==> config.mk <==
export PLATFORM = sky130hd
export DESIGN_NAME = fwu_irq_engine
export DESIGN_NICKNAME = d
export VERILOG_FILES = /design/src/rtl/fwu_pkg.sv /design/src/rtl/fwu_axis_cmp.sv /design/src/rtl/fwu_combine.sv /design/src/rtl/fwu_run_ctr.sv /design/src/rtl/fwu_src_reg.sv /design/src/rtl/fwu_irq_engine.sv
export SDC_FILE = /design/constraint.sdc
export NUM_CORES = 1
export LEC_CHECK = 0
export BUFFER_PORTS_ARGS = -buffer_cell sky130_fd_sc_hd__buf_2
export CORE_UTILIZATION = 58
export DETAILED_ROUTE_END_ITERATION = 16
export PLACE_DENSITY = 0.95
export SKIP_CTS_REPAIR_TIMING = 1
export SLEW_MARGIN = 20
export SYNTH_ARGS = -nofsm -noshare
export SYNTH_HDL_FRONTEND = slang
export SYNTH_SLANG_ARGS = --single-unit
==> constraint.sdc <==
create_clock -name clk -period 6.7 [get_ports clk]
set_input_delay 0.335 -clock clk [delete_from_list [all_inputs] [get_ports clk]]
set_output_delay 0.335 -clock clk [all_outputs]
set_load 0.005 [all_outputs]
==> src/rtl/fwu_pkg.sv <==
package fwu_pkg;
   localparam int unsigned NAX    = 3;
   localparam int unsigned NEV    = 2 * NAX;
   localparam int unsigned LO_OFS = 0;
   localparam int unsigned HI_OFS = 1;
   typedef logic [NEV-1:0] evvec_t;
endpackage

==> src/rtl/fwu_axis_cmp.sv <==
module fwu_axis_cmp #(
   parameter int unsigned AXIS_W = 8
) (
   input  logic [AXIS_W-1:0] smp,
   input  logic [AXIS_W-1:0] thr,
   output logic              ev_hi,
   output logic              ev_lo
);
   logic [AXIS_W-1:0] mag;

   // The most negative code negates to itself, which read unsigned is its true magnitude.
   always_comb begin
      mag   = smp[AXIS_W-1] ? (~smp + 1'b1) : smp;
      ev_hi = (mag > thr);
      ev_lo = !ev_hi;
   end
endmodule

==> src/rtl/fwu_combine.sv <==
module fwu_combine
   import fwu_pkg::*;
(
   input  evvec_t ev,
   input  evvec_t mask,
   input  logic   and_mode,
   output evvec_t ev_masked,
   output logic   cond
);
   always_comb begin
      ev_masked = ev & mask;
      if (and_mode) cond = (|mask) && (&(ev | ~mask));
      else          cond = |ev_masked;
   end
endmodule

==> src/rtl/fwu_run_ctr.sv <==
module fwu_run_ctr #(
   parameter int unsigned DUR_W = 8
) (
   input  logic             clk,
   input  logic             rst_n,
   input  logic             sample_valid,
   input  logic             cond,
   input  logic [DUR_W-1:0] duration,
   output logic             qual
);
   localparam int unsigned CW = DUR_W + 1;
   localparam logic [CW-1:0] CMAX = {CW{1'b1}};

   logic [CW-1:0] cnt_q;
   logic [CW-1:0] run_now;

   always_comb begin
      if (!cond)              run_now = '0;
      else if (cnt_q == CMAX) run_now = cnt_q;
      else                    run_now = cnt_q + 1'b1;
      qual = sample_valid && cond && (run_now > {1'b0, duration});
   end

   always_ff @(posedge clk or negedge rst_n) begin
      if (!rst_n)            cnt_q <= '0;
      else if (sample_valid) cnt_q <= run_now;
   end

   AST_RUN_RESTARTS: assert property (@(posedge clk) disable iff (!rst_n)
      sample_valid && !cond |=> cnt_q == '0);
   AST_CNT_IDLE_STABLE: assert property (@(posedge clk) disable iff (!rst_n)
      !sample_valid |=> $stable(cnt_q));
endmodule

==> src/rtl/fwu_src_reg.sv <==
module fwu_src_reg
   import fwu_pkg::*;
(
   input  logic   clk,
   input  logic   rst_n,
   input  logic   latch_en,
   input  logic   sample_valid,
   input  logic   qual,
   input  evvec_t ev_masked,
   input  logic   rd,
   output evvec_t flags,
   output logic   active
);
   evvec_t flags_q, flags_nxt;
   logic   active_q;

   always_comb begin
      flags_nxt = flags_q;
      if (latch_en) begin
         if (rd)   flags_nxt = '0;
         if (qual) flags_nxt = flags_nxt | ev_masked;
      end else if (sample_valid) begin
         flags_nxt = qual ? ev_masked : '0;
      end
   end

   always_ff @(posedge clk or negedge rst_n) begin
      if (!rst_n) begin
         flags_q  <= '0;
         active_q <= 1'b0;
      end else begin
         flags_q  <= flags_nxt;
         active_q <= |flags_nxt;
      end
   end

   assign flags  = flags_q;
   assign active = active_q;

   AST_LATCH_HOLDS: assert property (@(posedge clk) disable iff (!rst_n)
      latch_en && !rd |=> (flags_q & $past(flags_q)) == $past(flags_q));
   AST_READ_CLEARS: assert property (@(posedge clk) disable iff (!rst_n)
      latch_en && rd && !sample_valid |=> flags_q == '0);
   AST_IDLE_STABLE: assert property (@(posedge clk) disable iff (!rst_n)
      !sample_valid && !(latch_en && rd) |=> $stable(flags_q));
endmodule

==> src/rtl/fwu_irq_engine.sv <==
module fwu_irq_engine
   import fwu_pkg::*;
#(
   parameter int unsigned AXIS_W = 8,
   parameter int unsigned DUR_W  = 8
) (
   input  logic              clk,
   input  logic              rst_n,
   input  logic              sample_valid,
   input  logic [AXIS_W-1:0] x_smp,
   input  logic [AXIS_W-1:0] y_smp,
   input  logic [AXIS_W-1:0] z_smp,
   input  logic [AXIS_W-1:0] threshold,
   input  logic [5:0]        event_mask,
   input  logic              and_mode,
   input  logic              latch_en,
   input  logic [DUR_W-1:0]  duration,
   input  logic              src_rd,
   output logic [5:0]        src_flags,
   output logic              src_active,
   output logic              irq
);
   initial begin
      assert (AXIS_W >= 2 && AXIS_W <= 32) else $error("AXIS_W out of range");
      assert (DUR_W >= 1 && DUR_W <= 16) else $error("DUR_W out of range");
      assert (NEV == 6) else $error("event vector must be six bits");
   end

   logic [AXIS_W-1:0] smp [NAX];
   evvec_t ev, ev_masked;
   logic   cond, qual;

   assign smp[0] = x_smp;
   assign smp[1] = y_smp;
   assign smp[2] = z_smp;

   for (genvar a = 0; a < NAX; a++) begin : g_axis
      fwu_axis_cmp #(.AXIS_W(AXIS_W)) i_cmp (
         .smp   (smp[a]),
         .thr   (threshold),
         .ev_hi (ev[2*a+HI_OFS]),
         .ev_lo (ev[2*a+LO_OFS])
      );
   end

   fwu_combine i_comb (
      .ev        (ev),
      .mask      (event_mask),
      .and_mode  (and_mode),
      .ev_masked (ev_masked),
      .cond      (cond)
   );

   fwu_run_ctr #(.DUR_W(DUR_W)) i_run (
      .clk          (clk),
      .rst_n        (rst_n),
      .sample_valid (sample_valid),
      .cond         (cond),
      .duration     (duration),
      .qual         (qual)
   );

   fwu_src_reg i_src (
      .clk          (clk),
      .rst_n        (rst_n),
      .latch_en     (latch_en),
      .sample_valid (sample_valid),
      .qual         (qual),
      .ev_masked    (ev_masked),
      .rd           (src_rd),
      .flags        (src_flags),
      .active       (src_active)
   );

   assign irq = src_active;

   AST_AND_ALL_ENABLED: assert property (@(posedge clk) disable iff (!rst_n)
      and_mode && cond |-> (ev_masked == event_mask) && (|event_mask));
   AST_OR_ANY_ENABLED: assert property (@(posedge clk) disable iff (!rst_n)
      !and_mode && cond |-> (|ev_masked));
   AST_ACTIVE_MATCHES_FLAGS: assert property (@(posedge clk) disable iff (!rst_n)
      src_active == (|src_flags));
   AST_QUAL_NEEDS_SAMPLE: assert property (@(posedge clk) disable iff (!rst_n)
      qual |-> sample_valid && cond);
endmodule

==> run metrics, run 1 <==
met3 Track Usage GR=roughly 3.0%; largest net degree at the start of global routing=23; period utilization=~80%; post-layout min period=between 5000 and 6000 ps; Initial Util=60.52%; final setup TNS=0 ps; Final HPWL DP=~4300 µm; Setup Viol. Count Final=0; Core Area=~3700 µm²; wire per inst=13.71 µm; Max Cap Viol=0; CP endpoint kind=flop; Synth Register Bits=16; Max VDD drop=0.06643 mV; initial antenna violation count=0; die area=4100 µm²; I/O pins=60; Mean Syn Cell Area=8.087 µm²; post-synth net total=364; Clock Skews=a little over 4 ps; combinational power share=between 40% and 50%; port bufs=59; Arr. time, crit path=5520 ps; status=finished clean; critical path peak fanout=16; grt total ovfl=0; r2r worst-path depth=14; met1 usage=a little under a third; RSZ-0062 raised after global routing=no; synthesized area=2232 µm²; H-tree depth=1; Critical Path Start=y_smp[1]; synth unique cells=45; first-pass detailed-route iteration total=4; final wirelength=5237 µm; met2 usage=around half; leakage power=1.341 nW; Post-synth EDFFs=0; Int Pwr=222.6 µW; width of the die=64.04 µm; headroom to the max-slew limit=between 50 and 60%; share of power burned in registers=31.3%; Setup crit start kind=primary input; share of cells above drive strength 1=21.56%; Worst-Margin Slew=about 720 ps; number of CTS-inserted buffers=3; TritonCTS clock tree=built; fin nets=423; P_sw=130.9 µW; Cell Pwr Density=between 100 and 150 nW/µm²; Root Driver=clkbuf_8; die span in y=around 64 µm; Worst R2R End=i_src.flags[0]$_DFF_PN0_; Worst R2R Start=i_run.cnt_q[0]$_DFFE_PN0P_; gp weighted congestion=~0.85; row cnt=22; switching share of power=37.03%; total number of vias=2259; GRT Overall Usage=27.26%; Hold Crit Class=in2reg; Achievable Freq=186.3 MHz; Post-synth top flop=dfrtp_1; pins over their slew limit=0; Clock Latency Late Sink=approximately 260 ps; asr flop ratio synth=100.0%; vias in the first global route=2117; crit path kind=in2reg; worst path required time=6850 ps; register-to-register setup slack=2680 ps; Mapped Cells=around 280; Clock Sinks=16; Hold Fails Final Rpt=0; CTS max path bufs=2; Setup crit end=i_src.flags[0]$_DFF_PN0_; Inserted Diodes=0; routed vias/inst=5.914; Syn. warnings=0; Hold Worst Slack=369.7 ps; GRT Max-Usage Layer=met2; Clk pwr share=24.9%; Routed Antenna Nets=0; P&R area growth vs syn=16.59%; first-pass GRT wire length=roughly 8900 µm; clk slew on worst S/H paths=60 ps; DRC viols=0; Seq/Total Area, Yosys=17.94%; DRT iter0 DRCs=between 150 and 200
layout by cell type, fill, tap and decap left out, types with 4 or more instances in the layout:
cell | netlist | routed
nand3_1 | 7 | 7
ha_1 | 36 | 36
o31ai_1 | 8 | 8
a21o_1 | 4 | 4
buf_2 | 0 | 59
o21ai_0 | 17 | 17
a22o_1 | 5 | 5
a21oi_1 | 22 | 22
xnor2_1 | 18 | 18
nor2_1 | 9 | 9
clkbuf_8 | 0 | 4
nand4_1 | 10 | 10
nand2b_1 | 5 | 5
nand2_1 | 33 | 33
inv_1 | 27 | 27
dfrtp_1 | 16 | 16
and3_1 | 7 | 7
registers in the layout, indices dropped and copies added (netlist names):
signal	count
i_run.cnt_q	9
i_src.flags	6
i_src.active	1
through the flow:
step	worst slack [ps]	power [mW]	instance area [µm²]	cells	util [%]
4_1_cts	1389	0.3524	2592	381	70.28
6_report	1332	0.3535	2603	382	70.56
3_3_place_gp	1448	0.2547	2537	377	68.79
3_5_place_dp	1118	0.2640	2537	377	68.79
2_1_floorplan	2061	0.2199	2232	276	-
5_1_grt	947.7	0.3794	2603	382	70.56
power groups by stage:
| stage | clock network, mW | logic [mW] | registers (mW) |
|---|---|---|---|
| 2_1_floorplan | 0 | 0.109 | 0.111 |
| 3_3_place_gp | 0 | 0.143 | 0.112 |
| 3_5_place_dp | 0 | 0.152 | 0.112 |
| 4_1_cts | 0.0892 | 0.153 | 0.110 |
| 5_1_grt | 0.0928 | 0.175 | 0.112 |
| 6_report | 0.0880 | 0.155 | 0.111 |
kinds of logic after synthesis:
| family | Yosys count | synth area share [%] |
|---|---|---|
| compound gates | 77 | 24.44 |
| xor+xnor | 18 | 7.063 |
| fa+ha+maj | 36 | 20.18 |
| buf+inv | 33 | 6.783 |
| flops | 16 | 17.94 |
| mux | 4 | 2.018 |
| simple gates | 92 | 21.58 |
metal layers:
layer | up-vias | part of all wire (%)
met5 | - | 0
met4 | 0 | 2.8
met3 | 19 | 4.6
met2 | 83 | 50
met1 | 1023 | 42
li1 | 1134 | -
worst max-delay path, cell delays in order:
cell,delay (ps)
buf_2,100
or3_1,400
o31ai_1,250
xnor2_1,170
ha_1,280
a211oi_1,260
o21bai_1,130
o22ai_2,270
mux2_4,350
o41ai_4,360
and2_1,620
nor2_1,130
ha_1,220
nor4_1,250
o21ai_0,130
a21oi_1,150
nor3_1,80
o31ai_1,600
a21oi_1,140
a32o_1,300
worst min-delay path by stage:
stage | from | end | depth (start not counted)
global route | event_mask[3] | i_src.flags[3]$_DFF_PN0_ | 3
finish | event_mask[3] | i_src.flags[3]$_DFF_PN0_ | 3
global placement | rst_n | i_src.active$_DFF_PN0_ | 1
CTS | rst_n | i_run.cnt_q[6]$_DFFE_PN0P_ | 1
detailed placement | rst_n | i_src.flags[1]$_DFF_PN0_ | 1
floorplan | rst_n | i_run.cnt_q[0]$_DFFE_PN0P_ | 0
synthesized netlist by cell type, drive strengths merged (4+ instances only):
master | count | share of area [%]
ha | 36 | 20
a21o | 4 | 1.3
nor2 | 9 | 1.5
a21oi | 23 | 5.3
nand3 | 7 | 1.6
xnor2 | 18 | 7.1
a22o | 5 | 2.0
nand2b | 5 | 1.4
nand2 | 33 | 5.5
o41ai | 4 | 2.4
dfrtp | 16 | 18
o31ai | 8 | 2.7
inv | 27 | 4.5
o21ai | 17 | 3.8
and3 | 7 | 2.0
nand4 | 10 | 2.8
final cells by class:
type	instances	area, µm²
multi-input cells	227	1680
fillers	300	1086
flip-flops and latches	16	400.4
repair buffers	60	305.3
inverters	27	101.3
well taps	48	60.06
clock buffers	4	55.05
Note: power is estimated with default switching activity, not from simulation.
==> run 2: changes to the inputs <==
--- a/config.mk
+++ b/config.mk
@@ -6,9 +6,9 @@
 export NUM_CORES = 1
 export LEC_CHECK = 0
 export BUFFER_PORTS_ARGS = -buffer_cell sky130_fd_sc_hd__buf_2
-export CORE_UTILIZATION = 58
+export CORE_UTILIZATION = 49
 export DETAILED_ROUTE_END_ITERATION = 16
-export PLACE_DENSITY = 0.95
+export PLACE_DENSITY = 0.87
 export SKIP_CTS_REPAIR_TIMING = 1
 export SLEW_MARGIN = 20
 export SYNTH_ARGS = -nofsm -noshare
==> constraint.sdc (replaced) <==
create_clock -name clk -period 4.6 [get_ports clk]
set_input_delay 0.23 -clock clk [delete_from_list [all_inputs] [get_ports clk]]
set_output_delay 0.23 -clock clk [all_outputs]
set_load 0.005 [all_outputs]
==> run 2 against run 1 <==
- highest routed layer unchanged
- flip-flop and latch count did not move
- final cell count is 2.4% higher
- critical endpoint unchanged
- first-iteration DRC count decreased by 7.5%
- setup slack worse by 990 ps
- register-to-register slack worse by 1600 ps
- combinational power rose by 51%
==> run metrics, run 2 (same netlist as run 1, synthesis figures left out) <==
status=finished clean; Root Driver=clkbuf_8; Initial Util=51.26% (-9.3 points); initial antenna violation count=0 (unchanged); Setup Viol. Count Final=0 (unchanged); routed vias/inst=5.798 (-2.0%); grt total ovfl=0 (unchanged); P&R area growth vs syn=18.89%; vias in the first global route=2222 (+5.0%); Hold Crit Class=in2reg; Setup crit start kind=primary input; row cnt=24 (+9.1%); post-layout min period=around 4300 ps; TritonCTS clock tree=built; Worst-Margin Slew=557.1 ps (-163.9 ps); Hold Fails Final Rpt=0 (unchanged); Cell Pwr Density=189.5 nW/µm² (+40%); first-pass detailed-route iteration total=4 (unchanged); wire per inst=13.62 µm (-0.62%); final instance area=2654 µm² (+2.0%); Clock Latency Late Sink=260 ps (about the same); DRC viols=0 (unchanged); final core occ=60.95% (-9.6 points); Cell Area, Placed=2587 µm² (+2.0%); Clock Sinks=16 (unchanged); GRT Overall Usage=22.77% (-4.5 points); Arr. time, crit path=4410 ps (-1110 ps); H-tree depth=1 (unchanged); die area=4830 µm² (+18%); Clk pwr share=21.2% (-3.7 points); commonest non-fill, non-tap cell in the layout=buf_2; I/O pins=60 (unchanged); crit path kind=in2reg; DRT iter0 DRCs=172 (-7.5%); Inserted Diodes=0 (unchanged); CP endpoint kind=flop; Max Cap Viol=0 (unchanged); gp weighted congestion=0.8309 (-1.7%); critical path peak fanout=9 (-7); pins over their slew limit=0 (unchanged); combinational power share=46.4% (+2.6 points); Biggest register=i_run.cnt_q; most frequent cells in the layout=buf_2 (59), ha_1 (36), nand2_1 (33), inv_1 (27), a21oi_1 (22); Core Area=4354 µm² (+18%); Max VDD drop=0.07807 mV (+18%); Int Pwr=314.0 µW (+41%); final wirelength=5327 µm (+1.7%); leakage power=1.365 nW (+1.8%); clk slew on worst S/H paths=60 ps (about the same); Routed Antenna Nets=0 (unchanged); final setup TNS=0 ps (unchanged); Clock Skews=7.219 ps (+3.097 ps); PnR worst setup slack=337.8 ps (-994.3 ps); max reg flops=9 (unchanged); dpl cells=387 (+2.7%); port bufs=59 (unchanged); worst path required time=4750 ps (-2100 ps); dpl ws=-80.77 ps (-1199 ps); RSZ-0062 raised after global routing=no; period utilization=92.66%; Achievable Freq=234.6 MHz; largest net degree at the start of global routing=23 (unchanged); Final HPWL DP=4544 µm (+4.9%); fin nets=429 (+1.4%); share of cells above drive strength 1=23.60% (+2.0 points); first-pass GRT wire length=9142 µm (+3.0%); total number of vias=2267 (+0.35%); headroom to the max-slew limit=61.80% (+10 points); share of power burned in registers=32.3% (+1.0 points); number of CTS-inserted buffers=3 (unchanged); P_sw=189.0 µW (+44%); switching share of power=37.58% (+0.54 points); CTS max path bufs=2 (unchanged); die span in y=69.50 µm (+8.5%); post-route insts no fill=391 (+2.4%); width of the die=69.50 µm (+8.5%)
## run 2: changes by cell type in the layout (fill, tap and decap cells not counted), sizes merged
| cell | change |
|---|---|
| clkbuf | -1 |
| buf | +6 |
## run 2: metrics by stage
step | total power [mW] | hold slack, ps
after global routing | 0.5432 | 262.1
after floorplan | 0.3203 | -65.59
after CTS | 0.5028 | -114.2
after detailed placement | 0.3926 | 165.2
final | 0.5030 | 258.5
after global placement | 0.3800 | 161.8
## run 2: path summary, 6_finish.rpt
check                                                 from                         end  slack (ps)  depth (start not counted)
worst max-delay path                              y_smp[1]    i_src.flags[0]$_DFF_PN0_         340                         20
worst max register to register  i_run.cnt_q[5]$_DFFE_PN0P_    i_src.flags[0]$_DFF_PN0_        1080                         15
min in group asynchronous                            rst_n  i_run.cnt_q[6]$_DFFE_PN0P_         410                          2
worst min register to register    i_src.flags[3]$_DFF_PN0_    i_src.flags[3]$_DFF_PN0_         500                          2
worst min-delay path                         event_mask[3]    i_src.flags[3]$_DFF_PN0_         260                          3
max in group asynchronous                            rst_n  i_run.cnt_q[8]$_DFFE_PN0P_        3920                          2
## run 2: layout make-up
type	instances	area, µm²
clock buffer	3	41.29
inverter	27	101.3
tap	52	65.06
multi-input combinational	227	1695
timing repair buffer	66	350.3
sequential	16	400.4
fill	387	1700
## run 2: per-layer routing
metal  track usage [%]  share of wire (%)  up-vias
met5                 0                  0        -
met4             10.88                2.5        0
met3             1.744                4.1       13
met2             42.39                 52       73
met1             26.00                 42     1037
li1                  -                  -     1144
## run 2: worst max-delay path, stage by stage
cell	delay (ps)
buf_2	100
or3_1	420
o31ai_1	290
xnor2_1	160
ha_1	260
a211oi_1	230
o21bai_1	110
o22ai_2	200
mux2_4	330
o41ai_4	270
and2_4	260
a21oi_1	60
ha_1	210
nor4_1	260
o21ai_0	130
a21oi_1	140
nor3_1	80
o31ai_1	270
a21oi_1	100
a32o_1	270
## run 2: power by group through the flow
| stage | Combinational [mW] | Sequential (mW) | Clock (mW) |
|---|---|---|---|
| after floorplan | 0.159 | 0.161 | 0 |
| after global placement | 0.217 | 0.163 | 0 |
| after detailed placement | 0.228 | 0.165 | 0 |
| after CTS | 0.230 | 0.162 | 0.111 |
| after global routing | 0.264 | 0.164 | 0.115 |
| final | 0.234 | 0.163 | 0.107 |
